### src/rtl/amd_pkg.sv
package amd_pkg;

  localparam int unsigned CODE_W = 3;

  typedef struct packed {
    logic              fam384;
    logic [CODE_W-1:0] code;
  } div_cfg_t;

  // A code is usable when it does not exceed the deepest tap of its family.
  function automatic logic cfg_invalid(div_cfg_t c, int unsigned top_a, int unsigned top_b);
    int unsigned lim;
    lim = c.fam384 ? top_b : top_a;
    return (32'(c.code) > lim);
  endfunction

endpackage

### src/rtl/amd_frame_ctr.sv
module amd_frame_ctr #(
  parameter int unsigned FRAME_A = 1024,
  parameter int unsigned FRAME_B = 768,
  parameter int unsigned CNT_W   = 10
) (
  input  logic             clk_i,
  input  logic             rst_ni,
  input  logic             en_i,
  input  logic             fam384_i,
  output logic [CNT_W-1:0] cnt_nxt_o,
  output logic             wrap_o,
  output logic             stb_o
);

  localparam logic [CNT_W-1:0] LAST_A = CNT_W'(FRAME_A - 1);
  localparam logic [CNT_W-1:0] LAST_B = CNT_W'(FRAME_B - 1);

  logic [CNT_W-1:0] cnt_q, cnt_d;
  logic             stb_q, stb_d;
  logic [CNT_W-1:0] last;

  always_comb begin
    last   = fam384_i ? LAST_B : LAST_A;
    wrap_o = en_i && (cnt_q == last);
    if (!en_i || wrap_o) cnt_d = '0;
    else                 cnt_d = cnt_q + 1'b1;
    stb_d  = wrap_o;
  end

  always_ff @(posedge clk_i or negedge rst_ni) begin
    if (!rst_ni) begin
      cnt_q <= '0;
      stb_q <= 1'b0;
    end else begin
      cnt_q <= cnt_d;
      stb_q <= stb_d;
    end
  end

  assign cnt_nxt_o = cnt_d;
  assign stb_o     = stb_q;

  // a strobe lasts one cycle and coincides with a counter restart
  a_r3_stb_single: assert property (@(posedge clk_i) disable iff (!rst_ni)
    stb_q |=> !stb_q);
  a_r3_stb_aligned: assert property (@(posedge clk_i) disable iff (!rst_ni)
    stb_q |-> (cnt_q == '0));
  // a stopped divider restarts its count
  a_r5_idle_zero: assert property (@(posedge clk_i) disable iff (!rst_ni)
    !en_i |=> (cnt_q == '0));

endmodule

### src/rtl/amd_cfg_hold.sv
module amd_cfg_hold
  import amd_pkg::*;
#(
  parameter int unsigned TOP_A = 4,
  parameter int unsigned TOP_B = 3
) (
  input  logic              clk_i,
  input  logic              rst_ni,
  input  logic              en_i,
  input  logic              wrap_i,
  input  logic              fam384_i,
  input  logic [CODE_W-1:0] code_i,
  output logic              fam384_o,
  output logic [CODE_W-1:0] code_nxt_o,
  output logic              err_nxt_o,
  output logic              err_o
);

  div_cfg_t cfg_q, cfg_d;
  logic     err_q, err_d;
  logic     load;

  always_comb begin
    load  = !en_i || wrap_i;
    cfg_d = cfg_q;
    if (load) begin
      cfg_d.fam384 = fam384_i;
      cfg_d.code   = code_i;
    end
    err_d = cfg_invalid(cfg_d, TOP_A, TOP_B);
  end

  always_ff @(posedge clk_i or negedge rst_ni) begin
    if (!rst_ni) begin
      cfg_q <= '0;
      err_q <= 1'b0;
    end else begin
      cfg_q <= cfg_d;
      err_q <= err_d;
    end
  end

  assign fam384_o   = cfg_q.fam384;
  assign code_nxt_o = cfg_d.code;
  assign err_nxt_o  = err_d;
  assign err_o      = err_q;

  // the active setting holds for the whole of a running frame
  a_r4_cfg_hold: assert property (@(posedge clk_i) disable iff (!rst_ni)
    (en_i && !wrap_i) |=> ($stable(cfg_q) && $stable(err_q)));

endmodule

### src/rtl/amd_tap.sv
module amd_tap
  import amd_pkg::*;
#(
  parameter int unsigned CNT_W = 10
) (
  input  logic              clk_i,
  input  logic              rst_ni,
  input  logic              en_i,
  input  logic              err_nxt_i,
  input  logic [CODE_W-1:0] code_nxt_i,
  input  logic [CNT_W-1:0]  cnt_nxt_i,
  output logic              mclk_o
);

  logic mclk_q, mclk_d;

  always_comb begin
    mclk_d = en_i && !err_nxt_i && cnt_nxt_i[code_nxt_i];
  end

  always_ff @(posedge clk_i or negedge rst_ni) begin
    if (!rst_ni) mclk_q <= 1'b0;
    else         mclk_q <= mclk_d;
  end

  assign mclk_o = mclk_q;

endmodule

### src/rtl/audio_mclk_div.sv
module audio_mclk_div
  import amd_pkg::*;
#(
  parameter int unsigned FRAME_A = 1024,
  parameter int unsigned FRAME_B = 768,
  parameter int unsigned TOP_A   = 4,
  parameter int unsigned TOP_B   = 3
) (
  input  logic              clk_i,
  input  logic              rst_ni,
  input  logic              run_i,
  input  logic              gate_i,
  input  logic              fam384_i,
  input  logic [CODE_W-1:0] ratio_code_i,
  output logic              mclk_o,
  output logic              frame_stb_o,
  output logic              cfg_err_o
);

  localparam int unsigned FRAME_MAX = (FRAME_A > FRAME_B) ? FRAME_A : FRAME_B;
  localparam int unsigned CNT_W     = $clog2(FRAME_MAX);

  // reset: asserted at once, released through two flops
  logic rst_meta_q, rst_sync_q;
  always_ff @(posedge clk_i or negedge rst_ni) begin
    if (!rst_ni) begin
      rst_meta_q <= 1'b0;
      rst_sync_q <= 1'b0;
    end else begin
      rst_meta_q <= 1'b1;
      rst_sync_q <= rst_meta_q;
    end
  end

  logic              en;
  logic              wrap;
  logic              act_fam384;
  logic [CODE_W-1:0] code_nxt;
  logic              err_nxt;
  logic [CNT_W-1:0]  cnt_nxt;

  assign en = run_i && !gate_i;

  amd_frame_ctr #(
    .FRAME_A (FRAME_A),
    .FRAME_B (FRAME_B),
    .CNT_W   (CNT_W)
  ) u_ctr (
    .clk_i     (clk_i),
    .rst_ni    (rst_sync_q),
    .en_i      (en),
    .fam384_i  (act_fam384),
    .cnt_nxt_o (cnt_nxt),
    .wrap_o    (wrap),
    .stb_o     (frame_stb_o)
  );

  amd_cfg_hold #(
    .TOP_A (TOP_A),
    .TOP_B (TOP_B)
  ) u_cfg (
    .clk_i      (clk_i),
    .rst_ni     (rst_sync_q),
    .en_i       (en),
    .wrap_i     (wrap),
    .fam384_i   (fam384_i),
    .code_i     (ratio_code_i),
    .fam384_o   (act_fam384),
    .code_nxt_o (code_nxt),
    .err_nxt_o  (err_nxt),
    .err_o      (cfg_err_o)
  );

  amd_tap #(
    .CNT_W (CNT_W)
  ) u_tap (
    .clk_i      (clk_i),
    .rst_ni     (rst_sync_q),
    .en_i       (en),
    .err_nxt_i  (err_nxt),
    .code_nxt_i (code_nxt),
    .cnt_nxt_i  (cnt_nxt),
    .mclk_o     (mclk_o)
  );

  // a stop silences clock and strobe on the next edge
  a_r5_stop_quiet: assert property (@(posedge clk_i) disable iff (!rst_sync_q)
    !run_i |=> (!mclk_o && !frame_stb_o));
  // the gate overrides run
  a_r6_gate_quiet: assert property (@(posedge clk_i) disable iff (!rst_sync_q)
    gate_i |=> !mclk_o);
  // an unusable setting never drives the clock high
  a_r7_err_quiet: assert property (@(posedge clk_i) disable iff (!rst_sync_q)
    cfg_err_o |-> !mclk_o);
  // outputs quiet during reset
  a_r8_reset_quiet: assert property (@(posedge clk_i)
    !rst_ni |-> (!mclk_o && !frame_stb_o && !cfg_err_o));

endmodule

### config.mk
export PLATFORM = sky130hd
export DESIGN_NAME = audio_mclk_div
export DESIGN_NICKNAME = d
export VERILOG_FILES = /design/src/rtl/amd_pkg.sv /design/src/rtl/amd_frame_ctr.sv /design/src/rtl/amd_cfg_hold.sv /design/src/rtl/amd_tap.sv /design/src/rtl/audio_mclk_div.sv
export SDC_FILE = /design/constraint.sdc
export NUM_CORES = 1
export LEC_CHECK = 0
export BUFFER_PORTS_ARGS = -buffer_cell sky130_fd_sc_hd__buf_2
export CORE_ASPECT_RATIO = 0.8
export CORE_UTILIZATION = 49
export DETAILED_ROUTE_END_ITERATION = 12
export PLACE_DENSITY = 0.76
export SYNTH_ARGS = -nofsm -noshare
export SYNTH_HDL_FRONTEND = slang
export SYNTH_SLANG_ARGS = --single-unit
### constraint.sdc
create_clock -name clk_i -period 0.8 [get_ports clk_i]
set_clock_uncertainty 0.1 [all_clocks]
set_input_delay 0.04 -clock clk_i [delete_from_list [all_inputs] [get_ports clk_i]]
set_output_delay 0.04 -clock clk_i [all_outputs]
set_load 0.02 [all_outputs]
==> summary.md, run 1 <==
| Metric | Value |
|---|---|
| Status | `finished, violations left` |
| Failing checks | `negative hold slack, negative setup slack` |
| All-layer global routing usage | `0.2464` |
| Max Cap Violations | `0` |
| Clk root buf | `clkbuf_4` |
| WP data required | `0.92 ns` |
| Slew Limit Fails | `0` |
| Clk sinks | `19` |
| First-pass GRT wire length | `3263 um` |
| Vias per cell | `between 5 and 6` |
| Class of the worst hold path | `input pin to flip-flop` |
| Dpl hpwl | `around 1400 um` |
| Number of remaining DRC errors | `0` |
| Yosys reg bits | `19` |
| Synth cell count leaders | `dfrtp_1 (19), nor2_1 (12), xor2_1 (7), mux2_2 (4)` |
| Filler Cells Inserted | `about 110` |
| Cell Area, Synth | `853.3 um^2` |
| Final Cell Area | `1247 um^2` |
| Final worst slack | `-0.7502 ns` |
| Setup TNS | `-11.43 ns` |
| Placed cells | `between 100 and 150` |
| Clock-pin slew on the worst setup and hold paths | `approximately 0.11 ns` |
| Sequential-to-total area share from yosys stat | `0.5572` |
| Critical Path Sink Type | `flip-flop` |
| Hold path start | `ratio_code_i[1]` |
| Die area | `around 1900 um^2` |
| Die Span Y | `39.33 um` |
| Critical path origin | `u_ctr.cnt_q[0]$_DFF_PN0_` |
| Final Util | `0.7669` |
| Syn_nets | `79` |
| N_diodes | `0` |
| Finish-stage setup viols | `20` |
| Reg2reg path depth | `4` |
| Reg2Reg Launch Point | `u_ctr.cnt_q[0]$_DFF_PN0_` |
| Pwr Density | `roughly 1400 nW/um^2` |
| WP data arrival | `roughly 1.7 ns` |
| Final period utilization | `1.938` |
| Placed Area | `1102 um^2` |
| Port Buffers | `10` |
| Area of the multi-input gates | `460.4 um^2` |
| EDFF count, synth | `0` |
| Non-Filler Instances | `approximately 130` |
| Core ar. | `1627 um^2` |
| Count leader, synth | `dfrtp_1` |
| Max Freq | `645.1 MHz` |
| Peak VDD IR | `around 1300 uV` |
| Largest net degree at the start of global routing | `18` |
| Top-Level Pins | `11` |
| Synth top area share | `0.5572` |
| Minimum clock period | `1.550 ns` |
| Mean Syn Cell Area | `around 12 um^2` |
| CP Class | `flip-flop to flip-flop` |
| Crit start category | `flip-flop` |
| Leakage | `a little under 0.6 nW` |
| H-tree depth | `1` |
| Grt total ovfl | `0` |
| Synth area leader | `dfrtp_1` |
| Initial antenna violation count | `0` |
| CP Max Fanout | `2` |
| Flip-flop and latch area | `475.5 um^2` |
| WL final | `2092 um` |
| WHS Path Cells | `2` |
| Vias in the first global route | `680` |
| Cells after Synth | `70` |
| RSZ-0062 raised after global routing | `true` |
| Max Root-Sink Buffers | `2` |
| Layout cells sized above 1 | `0.5000` |
| Pre-CTS setup slack | `-0.7601 ns` |
| Total number of vias | `between 600 and 700` |
| Reg-to-reg endpoint | `u_tap.mclk_o$_DFF_PN0_` |
| Gpl congestion | `0.7748` |
| Netlist cell types | `24` |
| Hold Violations, Final | `7` |
| Initial drt markers | `23` |
| # rows | `13` |
| Clock latency on the worst-skew pair | `around 0.30 ns` |
| Syn. warnings | `0` |
| Main flop type after synthesis | `dfrtp_1` |
| Async SR Flop Fraction | `1.000` |
| Worst R2R Setup Slack | `-0.75 ns` |
| Layout Nets | `114` |
| Cts hold-fix bufs | `2` |
| Routed len/inst | `16.60 um` |
| Post-route ant nets | `0` |
| Area contributors post-synth | `dfrtp_1 (56%), xor2_1 (7.2%), mux2_2 (5.3%)` |
| Num CTS Buffers | `3` |
| Hold_ws | `-0.1185 ns` |
| Starting Density | `0.5246` |
| DIE WIDTH | `~49 um` |
| CTS tree | `built` |
| Overall power | `~1.8 mW` |
| Detailed Routing Iterations Pass 1 | `4` |
| Layout area overhead | `46.19%` |
| Hold EP | `u_cfg.cfg_q[1]$_DFF_PN0_` |
-- kinds of logic (layout without fill, tap and decap cells) --
family | after synthesis | after routing | share of synthesized area
other cells | 1 | 1 | 0.004395
flops | 19 | 19 | 0.5572
compound gates | 5 | 5 | 0.04839
xor+xnor | 9 | 9 | 0.09238
simple gates | 28 | 28 | 0.2009
buf+inv | 2 | 36 | 0.01759
fa+ha+maj | 1 | 1 | 0.01466
mux | 5 | 5 | 0.06451
-- timing repair --
item                       4_1_cts  5_1_grt
resized for setup               15        6
pin swaps                        4        2
hold endpoints to repair         9        7
buffers inserted                 1        0
gates cloned                     0        0
setup endpoints to repair       20       22
-- worst max-delay path: stages, from the launching register on --
cell	delay, ns
dfrtp_1	0.43
ha_4	0.19
xnor2_1	0.17
a311o_2	0.42
o31ai_4	0.17
-- final cells by class --
type                    count  area share
clock buffers               4     0.02106
repair buffers             31      0.2036
multi-input cells          49      0.3691
flip-flops and latches     19      0.3811
well taps                  22     0.02207
inverters                   1    0.003009
-- worst max path at each step --
stage / end / slack [ns] / cells after the start
2_1_floorplan: u_cfg.cfg_q[0]$_DFF_PN0_ / -0.67 / 5
3_3_place_gp: u_tap.mclk_o$_DFF_PN0_ / -0.77 / 4
3_5_place_dp: u_tap.mclk_o$_DFF_PN0_ / -0.76 / 4
4_1_cts: u_tap.mclk_o$_DFF_PN0_ / -0.73 / 4
5_1_grt: u_tap.mclk_o$_DFF_PN0_ / -0.80 / 4
6_report: u_tap.mclk_o$_DFF_PN0_ / -0.75 / 4
-- layout by cell type, fill, tap and decap left out, types with 3 or more instances in the layout --
cell type  count
buf_2          6
buf_4         17
buf_6          5
clkbuf_4       3
dfrtp_1       19
mux2_4         4
nor2_1         7
nor2_4         3
xor2_1         6
-- power breakdown --
| group | total, mW | internal, mW | leakage [nW] | switching, mW |
|---|---|---|---|---|
| Combinational | 0.261 | 0.139 | 0.330 | 0.122 |
| Sequential | 1.02 | 0.994 | 0.248 | 0.0288 |
| Clock | 0.494 | 0.195 | 0.0150 | 0.300 |
| Total | 1.78 | 1.33 | 0.593 | 0.451 |
-- metal layers --
layer	GRT usage	share of wire	vias up
met5	0	0	-
li1	-	-	314
met3	0.03488	0.021	2
met1	0.3069	0.44	337
met4	0.08824	0.011	0
met2	0.4514	0.52	14
-- registers in the layout, summed over array words and instances, names as in the netlist --
register / count
u_ctr.cnt_q: 10
rst_meta_q: 1
u_cfg.cfg_q: 3
u_cfg.fam384_o: 1
rst_sync_q: 1
u_ctr.stb_o: 1
u_cfg.err_o: 1
u_tap.mclk_o: 1
(Power assumes the default switching activity.)
==> run 2: changes to the inputs <==
- CORE_ASPECT_RATIO: 0.8 -> default
- SLEW_MARGIN: default -> 20
==> run 2 against run 1 <==
  * The flow finishes with violations (design-rule violations, negative hold slack, negative setup slack)
  * Clock power fell by 2%
  * Final cell count is 1.6% lower
  * Register-to-register slack worse by 0.06 ns
  * Wire length rose by 5.4%
  * Clock-buffer cell count unchanged
  * Critical path type unchanged
  * Critical endpoint is now u_cfg.err_o$_DFF_PN0_
  * Largest cell class unchanged
==> summary.md, run 2 (synthesis gave the netlist of run 1 again) <==
| Metric | Value |
|---|---|
| Status | `finished, violations left` |
| Failing checks | `design-rule violations, negative hold slack, negative setup slack` |
| Leakage | `0.6283 nW (+5.9%)` |
| Starting Density | `0.5474 (+0.02274)` |
| DIE WIDTH | `43.73 um (-10%)` |
| Core ar. | `1559 um^2 (-4.2%)` |
| Finish-stage setup viols | `20 (unchanged)` |
| Routed len/inst | `17.78 um (+7.1%)` |
| Crit start category | `flip-flop` |
| Die Span Y | `43.73 um (+11%)` |
| Initial antenna violation count | `0 (unchanged)` |
| Die area | `1912 um^2 (about the same)` |
| N_diodes | `0 (unchanged)` |
| Layout cells sized above 1 | `0.5370 (+0.03704)` |
| Grt total ovfl | `0 (unchanged)` |
| All-layer global routing usage | `0.2606 (+0.01422)` |
| H-tree depth | `1 (unchanged)` |
| Hold Violations, Final | `7 (unchanged)` |
| CP Class | `flip-flop to flip-flop` |
| Top-Level Pins | `11 (unchanged)` |
| Num CTS Buffers | `3 (unchanged)` |
| Minimum clock period | `1.607 ns (+0.05708 ns)` |
| First-pass GRT wire length | `3360 um (+3.0%)` |
| Cts hold-fix bufs | `3 (+1)` |
| Most frequent cells in the layout | `buf_4 (19), dfrtp_1 (19), nor2_1 (9)` |
| Largest net degree at the start of global routing | `18 (unchanged)` |
| Biggest register | `u_ctr.cnt_q` |
| CP Max Fanout | `7 (+5)` |
| Initial drt markers | `9 (-61%)` |
| Clk root buf | `clkbuf_4` |
| WP data required | `0.91 ns (about the same)` |
| Dpl hpwl | `1458 um (+7.9%)` |
| Clock-pin slew on the worst setup and hold paths | `0.11 ns (about the same)` |
| Port Buffers | `10 (unchanged)` |
| Gpl congestion | `0.8568 (+11%)` |
| Area of the multi-input gates | `474.2 um^2 (+3.0%)` |
| Vias per cell | `5.669 (+7.1%)` |
| Slew Limit Fails | `0 (unchanged)` |
| Clock latency on the worst-skew pair | `0.30 ns (about the same)` |
| Clk sinks | `19 (unchanged)` |
| Max Freq | `622.2 MHz (-3.6%)` |
| Class of the worst hold path | `input pin to flip-flop` |
| Critical Path Sink Type | `flip-flop` |
| Pwr Density | `1376 nW/um^2 (-3.4%)` |
| Flip-flop and latch area | `475.5 um^2 (unchanged)` |
| Max reg flops | `10 (unchanged)` |
| Final Util | `0.8274 (+0.06052)` |
| Max Root-Sink Buffers | `2 (unchanged)` |
| Post-route ant nets | `0 (unchanged)` |
| Total number of vias | `703 (+5.4%)` |
| RSZ-0062 raised after global routing | `true` |
| Setup TNS | `-12.10 ns (-0.6701 ns)` |
| Peak VDD IR | `1375 uV (+8.2%)` |
| Filler Cells Inserted | `69 (-34%)` |
| Vias in the first global route | `752 (+11%)` |
| Hold_ws | `-0.1079 ns (+0.01063 ns)` |
| Max Cap Violations | `0 (unchanged)` |
| Final period utilization | `2.009 (+0.07135)` |
| # rows | `14 (+1)` |
| WL final | `2205 um (+5.4%)` |
| Largest regs | `u_ctr.cnt_q x10, u_cfg.cfg_q x3` |
| Detailed Routing Iterations Pass 1 | `8 (+4)` |
| Layout area overhead | `51.17%` |
| WP data arrival | `1.72 ns (+0.05 ns)` |
| CTS tree | `built` |
| Number of remaining DRC errors | `1 (+1)` |
| Final worst slack | `-0.8073 ns (-0.05708 ns)` |
| Layout Nets | `118 (+3.5%)` |
run 2: changes by cell type in the layout (fill, tap and decap cells not counted), moves of 2 or more:
cell	previous run	this run
xor2_1	6	4
nor2_4	3	0
nor2_1	7	9
xor2_2	1	3
buf_4	17	19
run 2: per-layer routing:
metal	wire length [um]	vias to the layer above	GRT usage	part of all wire
met4	70	0	0.1625	0.032
met5	0	-	0	0
li1	-	313	-	-
met2	1222	29	0.4537	0.55
met1	838	353	0.2989	0.38
met3	73	8	0.03750	0.033
run 2: worst paths after layout:
| path | cells past startpoint | slack (ns) | end | startpoint |
|---|---|---|---|---|
| max | 6 | -0.81 | u_cfg.err_o$_DFF_PN0_ | u_ctr.cnt_q[1]$_DFF_PN0_ |
| min reg2reg | 1 | 0.09 | u_cfg.err_o$_DFF_PN0_ | rst_sync_q$_DFF_PN0_ |
| min in group asynchronous | 1 | 0.09 | u_cfg.err_o$_DFF_PN0_ | rst_sync_q$_DFF_PN0_ |
| max in group asynchronous | 2 | 0.07 | rst_sync_q$_DFF_PN0_ | rst_ni |
| min | 2 | -0.11 | u_cfg.cfg_q[0]$_DFF_PN0_ | ratio_code_i[0] |
| max reg2reg | 6 | -0.81 | u_cfg.err_o$_DFF_PN0_ | u_ctr.cnt_q[1]$_DFF_PN0_ |
run 2: metrics by stage:
step | total power, mW | hold WS (ns) | setup slack (ns) | cells | instance area, um^2
global placement | 1.247 | -0.2753 | -0.7542 | 116 | 1122
floorplan | 1.150 | -0.3556 | -0.6719 | 70 | 893.4
CTS | 1.746 | -0.1098 | -0.7496 | 123 | 1244
detailed placement | 1.256 | -0.2747 | -0.7952 | 116 | 1122
finish | 1.775 | -0.1079 | -0.8073 | 124 | 1290
global route | 1.851 | -0.1156 | -0.8519 | 124 | 1290
run 2: cell type report:
| cell class | instances | share of cell area |
|---|---|---|
| clock buffer | 4 | 0.02037 |
| inverter | 1 | 0.002910 |
| multi-input combinational | 49 | 0.3676 |
| sequential | 19 | 0.3686 |
| tap | 16 | 0.01552 |
| timing repair buffer | 35 | 0.2250 |
run 2: repair_timing:
action                                 CTS  global route
resized for setup                       15             7
setup buffers                            1             2
setup endpoints to repair               20            22
endpoints found under the hold margin    9             7
pin swaps                                7             2
run 2: worst max-delay path, stage by stage, from the launching register on:
cell      delay [ns]
dfrtp_1         0.42
ha_4            0.20
nand3_4         0.08
nand4b_4        0.21
nand2_4         0.14
buf_6           0.14
mux2i_1         0.23
run 2: report_power, final:
group | switching [mW] | internal [mW]
Combinational | 0.122 | 0.148
Clock | 0.288 | 0.194
Sequential | 0.0300 | 0.994
